<file path="src/rtl/spr_pkg.sv">
package spr_pkg;
    // Word index (byte offset >> 2) for each register
    localparam int IDX_CMD  = 0;
    localparam int IDX_MODE = 1;
    localparam int IDX_SSET = 4;
    localparam int IDX_SCLR = 5;
    localparam int IDX_STAT = 6;
    localparam int IDX_MSET = 8;
    localparam int IDX_MCLR = 9;
    localparam int IDX_MASK = 10;
    localparam int BUS_W    = 32;
endpackage

</file>
<file path="src/rtl/spr_cmd_strobe.sv">
module spr_cmd_strobe #(
    parameter int W = 8
) (
    input  logic         clk,
    input  logic         rst_n,
    input  logic         fire,
    input  logic [W-1:0] bits,
    output logic [W-1:0] pulse
);
    always_ff @(posedge clk or negedge rst_n) begin
        if (!rst_n)
            pulse <= '0;
        else if (fire)
            pulse <= bits;
        else
            pulse <= '0;
    end


    pulse_from_write_chk: assert property (@(posedge clk) disable iff (!rst_n)
        (pulse != '0) |-> $past(fire));
endmodule

</file>
<file path="src/rtl/spr_setclr_bank.sv">
module spr_setclr_bank #(
    parameter int W = 8
) (
    input  logic         clk,
    input  logic         rst_n,
    input  logic [W-1:0] set_i,
    input  logic [W-1:0] clr_i,
    output logic [W-1:0] q
);
    logic [W-1:0] q_next;

    // Clear has priority over set for every bit
    always_comb begin
        q_next = (q | set_i) & ~clr_i;
    end

    always_ff @(posedge clk or negedge rst_n) begin
        if (!rst_n)
            q <= '0;
        else
            q <= q_next;
    end


    clear_wins_chk: assert property (@(posedge clk) disable iff (!rst_n)
        (clr_i != '0) |=> ((q & $past(clr_i)) == '0));

    set_lands_chk: assert property (@(posedge clk) disable iff (!rst_n)
        (set_i != '0) |=> ((q & $past(set_i) & ~$past(clr_i)) == ($past(set_i) & ~$past(clr_i))));

    idle_hold_chk: assert property (@(posedge clk) disable iff (!rst_n)
        (set_i == '0 && clr_i == '0) |=> $stable(q));
endmodule

</file>
<file path="src/rtl/spr_read_mux.sv">
module spr_read_mux
    import spr_pkg::*;
#(
    parameter int IDX_W  = 6,
    parameter int MODE_W = 12,
    parameter int STAT_W = 10
) (
    input  logic [IDX_W-1:0]  word_idx,
    input  logic [MODE_W-1:0] mode,
    input  logic [STAT_W-1:0] stat,
    input  logic [STAT_W-1:0] mask,
    output logic [BUS_W-1:0]  rdata
);
    always_comb begin
        rdata = '0;
        if (int'(word_idx) == IDX_MODE)
            rdata = BUS_W'(mode);
        else if (int'(word_idx) == IDX_STAT)
            rdata = BUS_W'(stat);
        else if (int'(word_idx) == IDX_MASK)
            rdata = BUS_W'(mask);
    end
endmodule

</file>
<file path="src/rtl/setclr_regs.sv">
module setclr_regs
    import spr_pkg::*;
#(
    parameter int ADDR_W = 8,
    parameter int CMD_W  = 8,
    parameter int MODE_W = 12,
    parameter int STAT_W = 10
) (
    input  logic              clk,
    input  logic              rst_n,
    input  logic              bus_sel,
    input  logic              bus_wr,
    input  logic [ADDR_W-1:0] bus_addr,
    input  logic [31:0]       bus_wdata,
    output logic [31:0]       bus_rdata,
    output logic [CMD_W-1:0]  cmd_pulse,
    output logic [MODE_W-1:0] mode_q,
    input  logic [STAT_W-1:0] evt_set,
    output logic [STAT_W-1:0] status_q,
    output logic              irq
);
    localparam int IDX_W = ADDR_W - 2;

    logic [IDX_W-1:0]  word_idx;
    logic              wr_en;
    logic              wr_cmd, wr_mode, wr_sset, wr_sclr, wr_mset, wr_mclr;
    logic [STAT_W-1:0] stat_set, stat_clr, mask_set, mask_clr;
    logic [STAT_W-1:0] mask_q;
    logic              unused_bits;

    assign word_idx    = bus_addr[ADDR_W-1:2];
    assign unused_bits = ^{bus_addr[1:0], bus_wdata};
    assign wr_en       = bus_sel & bus_wr;

    always_comb begin
        wr_cmd  = wr_en && (int'(word_idx) == IDX_CMD);
        wr_mode = wr_en && (int'(word_idx) == IDX_MODE);
        wr_sset = wr_en && (int'(word_idx) == IDX_SSET);
        wr_sclr = wr_en && (int'(word_idx) == IDX_SCLR);
        wr_mset = wr_en && (int'(word_idx) == IDX_MSET);
        wr_mclr = wr_en && (int'(word_idx) == IDX_MCLR);
        stat_set = (wr_sset ? bus_wdata[STAT_W-1:0] : '0) | evt_set;
        stat_clr =  wr_sclr ? bus_wdata[STAT_W-1:0] : '0;
        mask_set =  wr_mset ? bus_wdata[STAT_W-1:0] : '0;
        mask_clr =  wr_mclr ? bus_wdata[STAT_W-1:0] : '0;
    end

    always_ff @(posedge clk or negedge rst_n) begin
        if (!rst_n)
            mode_q <= '0;
        else if (wr_mode)
            mode_q <= bus_wdata[MODE_W-1:0];
    end

    spr_cmd_strobe #(.W(CMD_W)) u_cmd (
        .clk(clk), .rst_n(rst_n), .fire(wr_cmd),
        .bits(bus_wdata[CMD_W-1:0]), .pulse(cmd_pulse)
    );

    spr_setclr_bank #(.W(STAT_W)) u_stat (
        .clk(clk), .rst_n(rst_n), .set_i(stat_set), .clr_i(stat_clr), .q(status_q)
    );

    spr_setclr_bank #(.W(STAT_W)) u_mask (
        .clk(clk), .rst_n(rst_n), .set_i(mask_set), .clr_i(mask_clr), .q(mask_q)
    );

    spr_read_mux #(.IDX_W(IDX_W), .MODE_W(MODE_W), .STAT_W(STAT_W)) u_rd (
        .word_idx(word_idx), .mode(mode_q), .stat(status_q), .mask(mask_q), .rdata(bus_rdata)
    );

    assign irq = |(status_q & mask_q);


    irq_needs_mask_chk: assert property (@(posedge clk) disable iff (!rst_n)
        irq |-> (mask_q != '0));

    mode_hold_chk: assert property (@(posedge clk) disable iff (!rst_n)
        !wr_mode |=> $stable(mode_q));
endmodule

</file>
<file path="config.mk">
export PLATFORM = sky130hd
export DESIGN_NAME = setclr_regs
export DESIGN_NICKNAME = d
export VERILOG_FILES = /design/src/rtl/spr_pkg.sv /design/src/rtl/spr_cmd_strobe.sv /design/src/rtl/spr_setclr_bank.sv /design/src/rtl/spr_read_mux.sv /design/src/rtl/setclr_regs.sv
export SDC_FILE = /design/constraint.sdc
export NUM_CORES = 1
export LEC_CHECK = 0
export BUFFER_PORTS_ARGS = -buffer_cell sky130_fd_sc_hd__buf_2
export CORE_ASPECT_RATIO = 0.75
export CORE_MARGIN = 4
export CORE_UTILIZATION = 46
export DETAILED_ROUTE_END_ITERATION = 6
export PLACE_DENSITY_LB_ADDON = 0.15
export SYNTH_ARGS = -nofsm -noshare
export SYNTH_HDL_FRONTEND = slang
export SYNTH_HIERARCHICAL = 1
export SYNTH_SLANG_ARGS = --single-unit
export TNS_END_PERCENT = 10
</file>
<file path="constraint.sdc">
create_clock -name clk -period 1.2 [get_ports clk]
set_input_delay 0.06 -clock clk [delete_from_list [all_inputs] [get_ports clk]]
set_output_delay 0.06 -clock clk [all_outputs]
set_load 0.005 [all_outputs]
</file>
==> metrics.md, run 1 <==
| Metric | Value |
|---|---|
| Static leakage | `1.64 nW` |
| Classification of the worst-slack hold path | `in2reg` |
| Overall power | `2.88 mW` |
| Drt first-iter violations | `57` |
| Floorplan row count | `21` |
| Final hold slack | `approximately 0.0093 ns` |
| Final setup skew | `0 ns` |
| Initial antenna violation count | `0` |
| Data required time at the worst endpoint | `1.14 ns` |
| Maximum number of pins on one net before global-route repair | `26` |
| Post-synthesis sequential area ratio | `0.435` |
| Met2 usage in global routing | `0.282` |
| Vias | `1826` |
| Residual DRC count | `0` |
| Synthesized instance count | `191` |
| Layout cells sized above 1 | `0.497` |
| Nets@finish | `358` |
| Clock root buffer master | `clkbuf_8` |
| Vertical extent of the die | `69.3 µm` |
| Minimum setup slack in the final design | `-0.309 ns` |
| Via density per instance | `between 5 and 6` |
| RD Place Congestion | `0.793` |
| Final Cell Area | `3160 µm²` |
| Setup crit end kind | `output pin` |
| Worst setup path category | `reg2out` |
| Router iterations before antenna repair | `4` |
| H-tree depth reported by CTS | `2` |
| Aggregate routed wire length | `5910 µm` |
| IR drop worst, VDD | `0.000514 V` |
| Synth Warn # | `6` |
| Std-Cell Core Area | `4650 µm²` |
| Instance count after placement with tap cells included | `352` |
| Worst skew pair latency | `between 0.2 and 0.3 ns` |
| Count of non-filler cells in the finished layout | `~360` |
| Die W | `about 90 µm` |
| CP max FO | `2` |
| Power Internal | `2.17 mW` |
| Met1 Use GR | `0.279` |
| Overall fraction of global-route tracks in use | `0.189` |
| Area of the die | `6210 µm²` |
| Distinct cells, synth | `29` |
| Part of the power in combinational logic | `0.165` |
| CP Data Arrival Time | `1.45 ns` |
| Violations in the final reports | `negative setup slack` |
| Sw frac | `0.247` |
| Initial core utilization | `0.495` |
| Outcome | `finished, violations left` |
| Number of clock buffers inserted by TritonCTS | `5` |
| Average wire per standard cell | `16.4 µm` |
| Power density over the cells | `912 nW/µm²` |
| Flip-flop and latch count after synthesis | `40` |
| Final setup vio count | `13` |
| Residual antenna-violating net count after detailed routing | `0` |
| Busiest grt layer | `met2` |
| Average footprint of a synthesized cell | `12.0 µm²` |
| Clock input transition at the sequential cells of the worst setup and hold paths | `about 0.070 ns` |
| Clock network fraction of design power | `0.327` |
| TritonCTS clock tree | `built` |
| Net switching power figure | `between 0.7 and 0.8 mW` |
| Area of placed instances | `2920 µm²` |
| Overflow after GRT | `0` |
| Highest clock frequency the design can meet | `663 MHz` |
| Count of endpoints failing hold in the final timing report | `0` |
| Syn Std Cell Area | `2300 µm²` |
| Count of fill cells added during filler insertion | `356` |
| Count of input and output buffers | `74` |
| Met3 capacity usage during global routing | `0.0439` |
| Bufs on Longest Clock Path | `2` |
| Post-detail-place hpwl | `4430 µm` |
| Number of top-level pins | `117` |
| Growth of design area from synthesis to finish | `37.5%` |
| Clock net sink count | `40` |
| Wire length of the first global-routing pass | `9170 µm` |
| Number of global-route vias before repair | `1850` |
| Antenna Diode Count | `0` |
| Tmin final | `1.51 ns` |
| Worst setup SP type | `flip-flop` |
| Max capacitance violation total | `0` |
| Slew Limit Fails | `0` |
| Flop pwr share | `0.508` |
| RSZ-0062 raised after global routing | `yes` |
| Ratio of final minimum period to clock period | `1.26` |
-- final cells by class --
cell class,count,area (µm²),share of cell area
clock buffers,7,96.3,0.0305
inverters,1,3.75,0.00119
multi-input cells,143,1270,0.402
flip-flops and latches,40,1000,0.316
well taps,57,71.3,0.0225
repair buffers,113,718,0.227
-- critical path, cell delays in order, from the launching register on --
cell	delay [ns]
dfrtp_1	0.39
a22o_1	0.25
a221oi_2	0.22
nand4_1	0.14
buf_2	0.16
-- per-stage QoR --
stage | setup WS, ns | TNS (ns) | util
floorplan | -0.102 | -1.02 | -
global placement | -0.432 | -11.01 | 0.627
detailed placement | -0.464 | -11.36 | 0.627
CTS | -0.318 | -2.01 | 0.654
global route | -0.391 | -3.16 | 0.680
finish | -0.309 | -2.46 | 0.680
-- path summary, 6_finish.rpt --
check	start	end	slack [ns]	cells after the start
setup / recovery	u_stat/q[7]	irq	-0.31	4
hold / removal	bus_wdata[10]	mode_q[10]	0.009	2
setup reg to reg	u_stat/q[9]	u_stat/q[9]	0.38	2
hold reg to reg	u_mask/q[8]	u_mask/q[8]	0.53	1
max in group asynchronous	rst_n	u_stat/q[8]	0.51	3
min in group asynchronous	rst_n	mode_q[6]	0.23	2
-- power by group through the flow --
stage	clock network, mW	logic, mW	registers, mW
floorplan	0	0.229	1.48
global placement	0	0.440	1.48
detailed placement	0	0.441	1.48
CTS	0.969	0.452	1.46
global route	1.02	0.525	1.48
finish	0.942	0.476	1.47
-- state kept, by name, indices dropped and copies added (netlist names) --
| register | cells |
|---|---|
| u_cmd/pulse | 8 |
| u_stat/q | 10 |
| mode_q | 12 |
| u_mask/q | 10 |
-- metal layers --
metal | share of wire | routed length [µm] | vias up
met4 | 0.0032 | 19 | 0
met1 | 0.47 | 2770 | 876
met5 | 0 | 0 | -
met3 | 0.065 | 386 | 2
met2 | 0.46 | 2730 | 77
li1 | - | - | 871
-- cells by family (layout without fill, tap and decap cells) --
family                 Yosys count  count (layout)  synth area share
and+or+nand+nor                 56              56             0.192
DFF                             40              40             0.435
buffers and inverters           27             121            0.0881
other                            1              20           0.00163
AOI/OAI and AO/OA               55              55             0.208
muxes                           12              12            0.0750
-- timing repair --
action	in CTS	in global routing
endpoints found under the setup margin	21	29
setup buffers	0	1
pin swaps	1	3
endpoints found under the hold margin	15	0
gates resized for setup	3	19
hold buffers	1	0
-- cells in the final DEF, fill, tap and decap left out, types with 2 or more instances in the layout --
cell / count
a22oi_1: 13
clkbuf_8: 7
dfrtp_1: 40
buf_4: 32
a21o_1: 10
buf_2: 72
nor4_4: 3
o21ba_1: 20
and2_1: 40
nor2b_1: 2
mux2_4: 10
buf_12: 2
conb_1: 20
mux2_2: 2
buf_6: 6
nand2b_1: 2
o2bb2ai_2: 9
-- synth_stat cells --
library cell,count,area share
a21o_1,10,0.033
a221oi_1,1,0.0038
a22o_1,1,0.0038
a22oi_1,13,0.042
and2_1,40,0.11
buf_1,1,0.0016
buf_4,20,0.065
buf_6,2,0.0098
buf_8,1,0.0065
clkbuf_1,2,0.0033
conb_1,1,0.0016
dfrtp_1,40,0.44
inv_1,1,0.0016
mux2_2,2,0.0098
mux2_4,10,0.065
nand2b_1,2,0.0054
nand4_1,1,0.0027
nand4bb_1,1,0.0049
nor2_1,1,0.0016
nor2b_1,2,0.0054
nor3_2,1,0.0044
nor3_4,1,0.0071
nor4_4,3,0.028
nor4b_1,1,0.0038
nor4b_4,1,0.010
o21ba_1,20,0.087
o2bb2ai_1,10,0.038
or4b_1,1,0.0044
or4b_4,1,0.0060
No activity file was read; power rests on OpenSTA's default activity.
==> run 2: changes to the inputs <==
--- a/config.mk
+++ b/config.mk
@@ -8,11 +8,10 @@
 export BUFFER_PORTS_ARGS = -buffer_cell sky130_fd_sc_hd__buf_2
 export CORE_ASPECT_RATIO = 0.75
 export CORE_MARGIN = 4
-export CORE_UTILIZATION = 46
+export CORE_UTILIZATION = 45
 export DETAILED_ROUTE_END_ITERATION = 6
 export PLACE_DENSITY_LB_ADDON = 0.15
 export SYNTH_ARGS = -nofsm -noshare
 export SYNTH_HDL_FRONTEND = slang
-export SYNTH_HIERARCHICAL = 1
 export SYNTH_SLANG_ARGS = --single-unit
 export TNS_END_PERCENT = 10
==> metrics.md, run 2 <==
| Metric | Value |
|---|---|
| Outcome | `finished, violations left` |
| Violations in the final reports | `negative setup slack` |
| Syn Std Cell Area | `2160 µm² (-6.2%)` |
| Vertical extent of the die | `68.0 µm (-1.8%)` |
| RSZ-0062 raised after global routing | `yes` |
| Registers with the most flip-flops | `mode_q x12, u_mask.q x10, u_stat.q x10` |
| Std-Cell Core Area | `4550 µm² (-2.3%)` |
| Setup slack of the most critical reg-to-reg path | `0.31 ns (-0.07 ns)` |
| Initial core utilization | `0.475 (-0.0199)` |
| Layout cells sized above 1 | `0.447 (-0.0493)` |
| Classification of the worst-slack hold path | `in2reg` |
| Maximum number of pins on one net before global-route repair | `27 (+3.8%)` |
| Flip-flop and latch count after synthesis | `40 (unchanged)` |
| Overall fraction of global-route tracks in use | `0.204 (+0.0142)` |
| Minimum setup slack in the final design | `-0.291 ns (+0.0178 ns)` |
| Power density over the cells | `1030 nW/µm² (+13%)` |
| Leading cell type in the layout, fill and taps excluded | `buf_2` |
| Count of non-filler cells in the finished layout | `361 (unchanged)` |
| RD Place Congestion | `0.783 (-1.2%)` |
| Number of enable-type register cells in the synthesized netlist | `0 (unchanged)` |
| Final setup skew | `0 ns (unchanged)` |
| Area contributors post-synth | `dfrtp_1 (46%), buf_4 (7.0%), mux2_2 (6.3%)` |
| Ratio of final minimum period to clock period | `1.24 (-0.0148)` |
| Final sum of negative setup slack | `-1.44 ns (+1.02 ns)` |
| Count of endpoints failing hold in the final timing report | `0 (unchanged)` |
| Highest routing layer actually used | `met4` |
| Share of flip-flops with an asynchronous set or reset | `1.00 (unchanged)` |
| Reg2Reg Launch Point | `u_stat.q[9]` |
| CP Data Arrival Time | `1.43 ns (-0.02 ns)` |
| Clock net sink count | `40 (unchanged)` |
| Nets@finish | `357 (-0.28%)` |
| Flip-flop count of the largest register after layout | `12 (unchanged)` |
| Area share of the leading cell type in the synthesized netlist | `0.464 (+0.0287)` |
| Number of clock buffers inserted by TritonCTS | `5 (unchanged)` |
| Aggregate routed wire length | `5910 µm (about the same)` |
| Vias | `1932 (+5.8%)` |
| Overflow after GRT | `0 (unchanged)` |
| Tmin final | `1.49 ns (-0.0178 ns)` |
| IR drop worst, VDD | `0.000720 V (+40%)` |
| Routed metal-1 wire length | `2510 µm (-9.6%)` |
| Register with the most flip-flops | `mode_q` |
| Post-route core utilization | `0.658 (-0.0217)` |
| Floorplan row count | `21 (unchanged)` |
| Metal3 WL | `526 µm (+36%)` |
| Terminating pin of the worst hold path | `mode_q[10]` |
| Area of placed instances | `2720 µm² (-6.8%)` |
| Worst setup path category | `reg2out` |
| Bufs on Longest Clock Path | `2 (unchanged)` |
| Wire length of the first global-routing pass | `9090 µm (-0.91%)` |
| Overall power | `3.07 mW (+6.5%)` |
| Synthesized instance count | `197 (+3.1%)` |
| Critical hold path startpoint | `bus_wdata[10]` |
| Number of top-level pins | `117 (unchanged)` |
| Highest clock frequency the design can meet | `671 MHz (+1.2%)` |
| Worst setup SP type | `flip-flop` |
| Max capacitance violation total | `0 (unchanged)` |
| Count of fill cells added during filler insertion | `379 (+6.5%)` |
| Top cell types by occurrence after synthesis | `dfrtp_1 (40), buf_4 (20), and3_1 (12), mux2_2 (12)` |
| Synth Warn # | `0 (-6)` |
| Clock root buffer master | `clkbuf_8` |
| Static leakage | `1.59 nW (-3.0%)` |
| Most numerous cell in the Yosys netlist | `dfrtp_1` |
| Min-Delay Path Depth | `2 (unchanged)` |
| Average wire per standard cell | `16.4 µm (about the same)` |
| Setup crit end kind | `output pin` |
| Most frequent cells in the layout | `buf_2 (72), dfrtp_1 (40), buf_4 (23)` |
| Residual DRC count | `0 (unchanged)` |
| Distinct cells, synth | `34 (+17%)` |
| Growth of design area from synthesis to finish | `38.7%` |
| Worst skew pair latency | `0.30 ns (+0.02 ns)` |
| Antenna Diode Count | `0 (unchanged)` |
| Residual antenna-violating net count after detailed routing | `0 (unchanged)` |
| Clock input transition at the sequential cells of the worst setup and hold paths | `0.07 ns (about the same)` |
| Router iterations before antenna repair | `5 (+1)` |
| Instance count after placement with tap cells included | `344 (-2.3%)` |
| Area leader, netlist | `dfrtp_1` |
| CP max FO | `2 (unchanged)` |
| Final setup vio count | `11 (-2)` |
| Drt first-iter violations | `155 (+170%)` |
| Count of input and output buffers | `74 (unchanged)` |
| Initial antenna violation count | `0 (unchanged)` |
| Amount of wire on met2 after detailed routing | `2750 µm (+0.62%)` |
| Post-synthesis sequential area ratio | `0.464 (+0.0287)` |
| Worst r2r path cells | `3 (+1)` |
| Die W | `88.0 µm (-1.9%)` |
| Number of global-route vias before repair | `1835 (-0.81%)` |
| Average footprint of a synthesized cell | `11.0 µm² (-9.1%)` |
| Via density per instance | `5.35 (+5.8%)` |
| Crit Reg-Reg Endpoint | `u_stat.q[9]` |
| Most used flip-flop cell after synthesis | `dfrtp_1` |
| Data required time at the worst endpoint | `1.14 ns (about the same)` |
| TritonCTS clock tree | `built` |
| Post-detail-place hpwl | `4230 µm (-4.5%)` |
| Area of the die | `5980 µm² (-3.7%)` |
| Slew Limit Fails | `0 (unchanged)` |
| Final Cell Area | `2990 µm² (-5.4%)` |
| H-tree depth reported by CTS | `2 (unchanged)` |
[run 2: changes by cell type in the layout (fill, tap and decap cells not counted), sizes merged, moves of 10 or more]
| cell | before | now |
|---|---|---|
| and2 | 40 | 11 |
| a22oi | 13 | 3 |
| inv | 1 | 11 |
| a21o | 10 | 0 |
| o21ba | 20 | 0 |
| mux2i | 0 | 11 |
| nand3 | 0 | 10 |
| o2bb2ai | 10 | 0 |
| and3 | 0 | 12 |
[run 2: how the worst max path moves through the flow]
stage / from / endpoint / cells after the start
global placement: bus_addr[5] / bus_rdata[5] / 6
CTS: u_mask.q[2] / irq / 4
finish: u_mask.q[2] / irq / 4
floorplan: bus_addr[5] / u_stat.q[0] / 5
global route: u_stat.q[6] / irq / 4
detailed placement: bus_addr[5] / bus_rdata[5] / 6
[run 2: layer usage]
layer	track usage	vias up
li1	-	901
met1	0.267	914
met2	0.337	103
met3	0.0421	14
met4	0.0690	0
met5	0	-
[run 2: where the power goes]
part           internal (mW)  switching, mW  leakage, nW
clock network          0.734          0.472       0.0645
registers               1.41         0.0459        0.456
logic                  0.204          0.206         1.07
total                   2.35          0.724         1.59
[run 2: worst max-delay path, stage by stage, from the launching register on]
cell and delay, ns:
dfrtp_1 0.38, a22o_1 0.25, a221oi_2 0.21, nand4_1 0.14, buf_2 0.15
[run 2: what timing repair did]
item,in CTS,in global routing
endpoints found under the hold margin,47,0
setup buffers,1,0
setup endpoints to repair,11,13
resized for setup,7,6
hold buffers,8,0
pin swaps,5,2
[run 2: cell families (layout without fill, tap and decap cells)]
kind of cell | count (synthesis) | after routing | synth area share
AO/OA/AOI/OAI | 33 | 33 | 0.127
buffers and inverters | 44 | 132 | 0.122
flip-flops | 40 | 40 | 0.464
multiplexers | 23 | 23 | 0.114
other | 1 | 20 | 0.00174
AND/OR/NAND/NOR | 56 | 56 | 0.172
[run 2: stage by stage]
stage                     setup WS, ns  hold slack (ns)
after floorplan              -0.000573           -0.236
after global placement          -0.171         -0.00684
after detailed placement        -0.198          -0.0118
after CTS                       -0.288         0.000884
after global routing            -0.379          0.00358
final                           -0.291           0.0107
[run 2: area by class of cell]
type                            instances  area (µm²)  area share
Clock inverter                          1        30.0      0.0100
Clock buffer                            7        96.3      0.0322
Sequential cell                        40        1000       0.334
Tap cell                               57        71.3      0.0238
Inverter                               11        41.3      0.0138
Timing Repair Buffer                  113         752       0.251
Multi-Input combinational cell        132        1000       0.334
